## config.mk

```make
export PLATFORM = sky130hd
export DESIGN_NAME = aes_cs_seq
export DESIGN_NICKNAME = d
export VERILOG_FILES = /design/src/rtl/aes_cs_pkg.sv /design/src/rtl/aes_cs_resync.sv /design/src/rtl/aes_cs_framer.sv /design/src/rtl/aes_cs_seq.sv
export SDC_FILE = /design/constraint.sdc
export NUM_CORES = 1
export LEC_CHECK = 0
export ABC_AREA = 1
export BUFFER_PORTS_ARGS = -buffer_cell sky130_fd_sc_hd__buf_2
export CAP_MARGIN = 20
export CORE_ASPECT_RATIO = 1.25
export CORE_MARGIN = 2
export CORE_UTILIZATION = 33
export DETAILED_ROUTE_END_ITERATION = 16
export MAX_ROUTING_LAYER = met4
export PLACE_DENSITY = 0.5
export SYNTH_ARGS = -nofsm -noshare
export SYNTH_HDL_FRONTEND = slang
export SYNTH_SLANG_ARGS = --single-unit
```

## constraint.sdc

```tcl
create_clock -name clk -period 1.9 [get_ports clk]
set_input_delay 0.57 -clock clk [delete_from_list [all_inputs] [get_ports clk]]
set_output_delay 0.57 -clock clk [all_outputs]
set_load 0.02 [all_outputs]
```

## src/rtl/aes_cs_pkg.sv

```systemverilog
package aes_cs_pkg;

    localparam int FRAMES_PER_BLOCK = 192;
    localparam int FIDX_W           = $clog2(FRAMES_PER_BLOCK);
    localparam int LAST_FRAME       = FRAMES_PER_BLOCK - 1;

    localparam int BIT_NONAUDIO = 1;
    localparam int BIT_COPY     = 2;
    localparam int BIT_EMPH_LO  = 3;
    localparam int BIT_ORIG     = 15;

    typedef logic [FIDX_W-1:0] fidx_t;

    typedef enum logic {
        CSRC_PINS   = 1'b0,
        CSRC_SERIAL = 1'b1
    } csrc_e;

    typedef struct packed {
        logic nonaudio;
        logic copy_ok;
        logic orig;
        logic emph_off;
    } cs_pins_t;

    typedef struct packed {
        logic  stb;
        logic  chan;
        logic  c;
        logic  u;
        logic  v;
        logic  blk;
        fidx_t frame;
    } sub_bits_t;

    function automatic logic cs_word_bit(fidx_t idx, cs_pins_t p);
        logic b;
        case (int'(idx))
            BIT_NONAUDIO: b = p.nonaudio;
            BIT_COPY:     b = p.copy_ok;
            BIT_EMPH_LO:  b = ~p.emph_off;
            BIT_ORIG:     b = p.orig;
            default:      b = 1'b0;
        endcase
        return b;
    endfunction

endpackage

```

## src/rtl/aes_cs_resync.sv

```systemverilog
module aes_cs_resync #(
    parameter int MIN_W = 3
) (
    input  logic clk,
    input  logic rst,
    input  logic en,
    input  logic strobe_i,
    output logic hit_o
);
    localparam int CW = $clog2(MIN_W + 1);

    logic          s1, s2;
    logic [CW-1:0] wcnt;

    assign hit_o = en && s2 && (wcnt == CW'(MIN_W - 1));

    always_ff @(posedge clk) begin
        if (rst) begin
            s1   <= 1'b0;
            s2   <= 1'b0;
            wcnt <= '0;
        end else begin
            s1 <= strobe_i;
            s2 <= s1;
            if (!en || !s2)
                wcnt <= '0;
            else if (wcnt != CW'(MIN_W))
                wcnt <= wcnt + 1'b1;
        end
    end

    assert_resync_oneshot_R8: assert property (@(posedge clk) disable iff (rst)
        hit_o |=> !hit_o);

    assert_resync_needs_high_R8: assert property (@(posedge clk) disable iff (rst)
        hit_o |-> $past(s2));

endmodule

```

## src/rtl/aes_cs_framer.sv

```systemverilog
module aes_cs_framer
    import aes_cs_pkg::*;
(
    input  logic  clk,
    input  logic  rst,
    input  logic  lrclk_i,
    input  logic  resync_i,
    output logic  bnd_o,
    output logic  left_o,
    output fidx_t fidx_o
);
    logic  lr_d;
    logic  pend;
    fidx_t cnt;
    fidx_t nxt;

    assign bnd_o  = lrclk_i != lr_d;
    assign left_o = bnd_o && !lrclk_i;
    assign nxt    = (pend || cnt == fidx_t'(LAST_FRAME)) ? '0 : cnt + 1'b1;
    assign fidx_o = left_o ? nxt : cnt;

    always_ff @(posedge clk) begin
        if (rst) begin
            lr_d <= 1'b0;
            pend <= 1'b0;
            cnt  <= fidx_t'(LAST_FRAME);
        end else begin
            lr_d <= lrclk_i;
            if (left_o) begin
                cnt  <= nxt;
                pend <= resync_i;
            end else if (resync_i) begin
                pend <= 1'b1;
            end
        end
    end

    assert_frame_hold_R4: assert property (@(posedge clk) disable iff (rst)
        !left_o |=> $stable(cnt));

    assert_frame_range_R4: assert property (@(posedge clk) disable iff (rst)
        cnt <= fidx_t'(LAST_FRAME));

    assert_resync_zero_R8: assert property (@(posedge clk) disable iff (rst)
        (left_o && pend) |=> cnt == '0);

endmodule

```

## src/rtl/aes_cs_seq.sv

```systemverilog
module aes_cs_seq
    import aes_cs_pkg::*;
#(
    parameter int RESYNC_MIN = 3
) (
    input  logic              clk,
    input  logic              rst,
    input  logic              lrclk_i,
    input  logic              valid_pin_i,
    input  logic              user_pin_i,
    input  logic              cmode_i,
    input  logic              copy_c_i,
    input  logic              orig_i,
    input  logic              emph_n_i,
    input  logic              nonaudio_i,
    input  logic              blk_dir_i,
    input  logic              blk_in_i,
    output logic              blk_out_o,
    output logic              sub_stb_o,
    output logic              chan_o,
    output logic              c_bit_o,
    output logic              u_bit_o,
    output logic              v_bit_o,
    output logic [FIDX_W-1:0] frame_o
);
    logic      hit, bnd, left;
    fidx_t     fidx;
    cs_pins_t  pins;
    csrc_e     csrc;
    sub_bits_t q;

    assign pins = '{nonaudio: nonaudio_i, copy_ok: copy_c_i,
                    orig: orig_i, emph_off: emph_n_i};
    assign csrc = csrc_e'(cmode_i);

    aes_cs_resync #(.MIN_W(RESYNC_MIN)) u_resync (
        .clk      (clk),
        .rst      (rst),
        .en       (!blk_dir_i),
        .strobe_i (blk_in_i),
        .hit_o    (hit)
    );

    aes_cs_framer u_framer (
        .clk      (clk),
        .rst      (rst),
        .lrclk_i  (lrclk_i),
        .resync_i (hit),
        .bnd_o    (bnd),
        .left_o   (left),
        .fidx_o   (fidx)
    );

    always_ff @(posedge clk) begin
        if (rst) begin
            q <= '0;
        end else begin
            q.stb <= bnd;
            if (bnd) begin
                q.chan  <= lrclk_i;
                q.v     <= valid_pin_i;
                q.u     <= user_pin_i;
                q.c     <= (csrc == CSRC_SERIAL) ? copy_c_i : cs_word_bit(fidx, pins);
                q.frame <= fidx;
                q.blk   <= blk_dir_i && left && (fidx == '0);
            end
        end
    end

    assign sub_stb_o = q.stb;
    assign chan_o    = q.chan;
    assign c_bit_o   = q.c;
    assign u_bit_o   = q.u;
    assign v_bit_o   = q.v;
    assign frame_o   = q.frame;
    assign blk_out_o = q.blk;

    assert_stb_chan_R2: assert property (@(posedge clk) disable iff (rst)
        sub_stb_o |-> chan_o == $past(lrclk_i));

    assert_vu_sample_R3: assert property (@(posedge clk) disable iff (rst)
        sub_stb_o |-> (v_bit_o == $past(valid_pin_i)) && (u_bit_o == $past(user_pin_i)));

    assert_serial_c_R6: assert property (@(posedge clk) disable iff (rst)
        (sub_stb_o && $past(cmode_i)) |-> c_bit_o == $past(copy_c_i));

    assert_blk_first_R7: assert property (@(posedge clk) disable iff (rst)
        blk_out_o |-> (frame_o == '0) && !chan_o);

endmodule

```

---- After elaboration in Yosys (flattened, before gate mapping) ----
Cells that the tools add are included.
storage, ports and cells
  register bits ........................... 28
  output and inout bits ................... 14
cells by class
  add/sub/neg operators ................... 2
  reduce and logical (&&, ||, !) cells .... 13
  equality and inequality tests ........... 8
  bitwise gates (word level) .............. 1
  muxes and demuxes ....................... 6
operators with widths
  operator                                        number
  == test 8 x 2 -> 1 bit (second input constant)  2
  two-way mux 8 bit                               2
  adder 8 x 1 -> 8 bit (second input constant)    1
  == test 8 x 1 -> 1 bit (second input constant)  1
  == test 8 x 4 -> 1 bit (second input constant)  1
  == test 8 bit (second input constant)           1
  zero test 8 bit                                 1
  logical AND 1 bit                               5
  one-hot mux 1 bit (4 select lines)              1
  zero test 1 bit                                 3
  two-way mux 1 bit                               3
  adder 2 x 1 -> 2 bit (second input constant)    1
  == test 2 bit (second input constant)           1
  logical OR 1 bit                                2
  inequality test 2 bit (second input constant)   1
  nonzero test 2 bit                              1
  OR reduction 2 bit                              1
  inequality test 1 bit                           1
  inverter 1 bit                                  1

---- Logic depth before layout (Yosys ltp) ----
  depth after elaboration ................. 7
  depth in mapped cells ................... 13
  depth with buffers taken out ............ 12

---- By module ----
A second synthesis with hierarchy kept.
unflattened totals
  cells, all modules ...................... 180
  area total of the unflattened synthesis .. 1,286.2 um^2
modules (own cells, without submodules)
  module         area each (um^2)  cells an instance  times used
  aes_cs_seq     583.1             78                 1
  aes_cs_framer  528.0             79                 1
  aes_cs_resync  175.2             23                 1

---- Least setup slack after synthesis ----
Ideal clock, no wire load.
  kind .................................... in2reg
  start ................................... input port lrclk_i
  end ..................................... register q, in the netlist c_bit_o
  arrival time ............................ 1.725 ns
  path buffers ............................ 1
  setup time .............................. 0.066 ns
  stages on the path ...................... 13
  data required time ...................... 1.834 ns
  slack ................................... 0.108 ns
  cells stage by stage .................... inv_1 -> ha_1 -> buf_6 -> nand2_4 -> nor2_8 -> inv_2 -> nand2_2 -> inv_2 -> o21ai_4 -> nand3_1 -> nand3_2 -> nand3_2 -> a21oi_2
between the ends
  longest elaborated chain between the ends .. 6
  elaborated cells on any way between the ends .. 10
  those cells by class .................... eq/ne (5); mux (3); reduce/logical (2)
RTL lines
  what                                                      line                                      RTL
  from (decl)                                               aes_cs_seq.sv:8                           input logic lrclk_i,
  inequality test 1 bit or zero test 1 bit (tied branches)  aes_cs_framer.sv:17, aes_cs_framer.sv:18
  logical AND 1 bit                                         aes_cs_framer.sv:18                       assign left_o = bnd_o && !lrclk_i;
  two-way mux 8 bit                                         n/a
  == test 8 x 4 -> 1 bit, or another cell as far along      aes_cs_pkg.sv:38                          case (int'(idx))
  one-hot mux 1 bit (4 select lines)                        aes_cs_pkg.sv:38
  two-way mux 1 bit                                         aes_cs_seq.sv:63                          q.c <= (csrc == CSRC_SERIAL) ? copy_c_i : cs_word_bit(fidx, pins);
  to (decl)                                                 aes_cs_seq.sv:30                          sub_bits_t q;
Several ways; a longest one is shown, not always the timed one.
A chain may end at the register's enable or synchronous reset.

---- Worst setup path in the final report ----
Ends and elaborated chain as after synthesis.

==> metrics <==
critical path class input port to register; multiplexer area fraction after synthesis 0.00847; vias in the first global route 1,113; upper clock frequency limit 568 MHz; P_leak 0.879 nW; final worst path period share 0.926; final worst clock skew 2.63 ps; dpl cell area 0.00163 mm^2; average wire length per cell after detail routing 11.4 um; most common cell after layout, fill and taps aside nand2_1; HPWL after detailed placement roughly 2500 um; logic gate share of total power 0.254; sequential share of power 0.439; Worst Hold Margin 406 ps; Synth Cell Area around 0.0013 mm^2; Root Driver clkbuf_8; reg-to-reg setup timing slack 290 ps; transition at the pin with the smallest max-transition slack 454 ps; minimum clock period 1760 ps; clock transition time at the flip-flop clock pins of the worst setup and hold paths 100 ps; relative contribution of the clock network to total power 0.306; buffer depth of the longest clock path 2; core outline area 0.00382 mm^2; average cell area after synthesis approximately 7.7 um^2; clock buffers created by TritonCTS 3; Syn Nets 189; Clock Sink Count 28; number of instances in the synthesized netlist 173; initial antenna violation count 0; warnings from Yosys 0; critical path data arrival time 1980 ps; number of cell instances on the worst register-to-register path 12; largest net degree at the start of global routing 21; ratio of cells with drive above 1 in the final layout 0.316; total gr overflow 0; clk_lat worst skew 270 ps; overall routing resource usage 0.152; flip-flop and latch count after synthesis 28; DRC marker count from the first detailed-route iteration 14; number of gates given a new drive strength after cts 0; post-synthesis share of cell area spent on full adders, half adders and majority gates 0.0377; area enclosed by the die boundary 0.00455 mm^2; deepest level of the CTS H-tree 1; kind of start point of the critical path input port; worst-case hold path end point u_resync.s2$_SDFF_PP0_; count of cell types in the netlist 27; headroom to the max-slew limit 0.697; pre-CTS setup slack -194 ps; via-per-instance ratio 4.45; Max-Cap Viols 0; post-synthesis sequential area ratio 0.422; Net Sw Power 454 uW; antenna cell count 0; Worst setup EP type register; Hold Path Class register to register; switching fraction of total power 0.297; worst vdd ir 549 uV; GP Congestion just under 0.9; buffers inserted during post-CTS setup optimization 0; Routed Antenna Nets 0; Total Negative Setup Slacks 0 ps; final cell area excluding filler cells about 0.0017 mm^2; number of detailed-route iterations in the first pass 4; most used cells in the layout excluding fill and tap cells nand2_1, dfxtp_1, buf_2, nor2_1, buf_4; first-pass GRT wire length around 5100 um; fraction of the mapped netlist area in simple logic gates 0.319; final critical-path setup slack roughly 140 ps; final cell utilization of the core 0.448; combinational family with the most area after synthesis simple AND/OR/NAND/NOR gates; reg-to-reg startpoint u_framer.cnt[0]$_SDFF_PP1_; Placement Rows 25; number of pins with negative max-slew slack in the final report 0; number of DRC violations after detailed routing 0; top cells by area in the synthesized netlist dfxtp_1, nand2_1, nor2_1, a21oi_1, inv_1; num ports 26; top cell type by total area after synthesis dfxtp_1; Hold Fails Final Rpt 0; Internal Power ~1.1 mW; power per unit of standard cell area 894 mW/mm^2; xor and xnor fraction of the mapped netlist area 0.00659; final setup violating endpoints 0; result of the run finished, final reports clean; count of port buffers added during placement 25; die outline height 74.9 um; count of hold-fix buffers inserted at cts 0; final layout net count 232; area grow syn2layout 28.5%; HP Start u_resync.s1$_SDFF_PP0_; number of cells on the worst hold path 2; vias 1,198; die width ~61 um; initial core utilization 0.348; Yosys top cell area share 0.422; worst-path maximum fanout 5; required arrival time at the worst endpoint 2120 ps; TritonCTS clock tree yes; post-synthesis compound-gate area fraction 0.127; drt total wl 3070 um; worst reg2reg endpoint c_bit_o$_SDFFE_PP0P_
worst max-delay path by stage:
| stage | slack, ps | startpoint | end |
|---|---|---|---|
| 6_report | 140 | lrclk_i | c_bit_o$_SDFFE_PP0P_ |
| 5_1_grt | -8 | lrclk_i | c_bit_o$_SDFFE_PP0P_ |
| 4_1_cts | 90 | lrclk_i | c_bit_o$_SDFFE_PP0P_ |
| 3_5_place_dp | -190 | lrclk_i | c_bit_o$_SDFFE_PP0P_ |
| 3_3_place_gp | -120 | lrclk_i | c_bit_o$_SDFFE_PP0P_ |
| 2_1_floorplan | 110 | lrclk_i | c_bit_o$_SDFFE_PP0P_ |
cell usage after synthesis, drive strengths merged:
master and instances:
a21oi 15, buf 1, clkbuf 5, dfxtp 28
ha 4, inv 20, mux2 1, nand2 41
nand3 10, nand3b 3, nand4 4, nor2 24
nor3 1, o21ai 14, o32ai 1, xor2 1
power by group through the flow:
stage / clock, mW / combinational, mW / sequential [mW]
after floorplan: 0 / 0.212 / 0.715
after global placement: 0 / 0.387 / 0.682
after detailed placement: 0 / 0.392 / 0.682
after CTS: 0.480 / 0.394 / 0.670
after global routing: 0.496 / 0.437 / 0.677
final: 0.468 / 0.388 / 0.671
cell families after synthesis:
kind of cell	after synthesis
buf+inv	26
fa+ha+maj	4
compound gates	30
flops	28
mux	1
xor+xnor	1
simple gates	83
through the flow:
step / total power, mW / std cells
after floorplan: 0.928 / 173
after global placement: 1.07 / 265
after detailed placement: 1.07 / 265
after CTS: 1.54 / 269
after global routing: 1.61 / 269
final: 1.53 / 269
area by class of cell:
| class | count | area [um^2] |
|---|---|---|
| fillers | 408 | 2110 |
| multi-input cells | 119 | 666 |
| flip-flops and latches | 28 | 561 |
| repair buffers | 44 | 268 |
| inverters | 20 | 75.1 |
| well taps | 54 | 67.6 |
| clock buffers | 3 | 41.3 |
| clock inverters | 1 | 30.0 |
worst max-delay path, stage by stage:
cell	delay [ps]
buf_2	90
inv_1	80
ha_2	230
buf_4	140
nand2_4	60
nor2_8	110
inv_2	40
nand2_2	70
inv_2	50
o21ai_4	170
nand3_1	100
nand3_2	90
nand3_2	60
a21oi_2	110
metal layers:
metal | routed length [um] | vias up | GRT usage
li1 | - | 639 | -
met1 | 1350 | 542 | 0.187
met2 | 1630 | 15 | 0.259
met3 | 74 | 2 | 0.0172
met4 | 12 | 0 | 0.0435
met5 | 0 | - | -
Note: power is estimated with default switching activity, not from simulation.
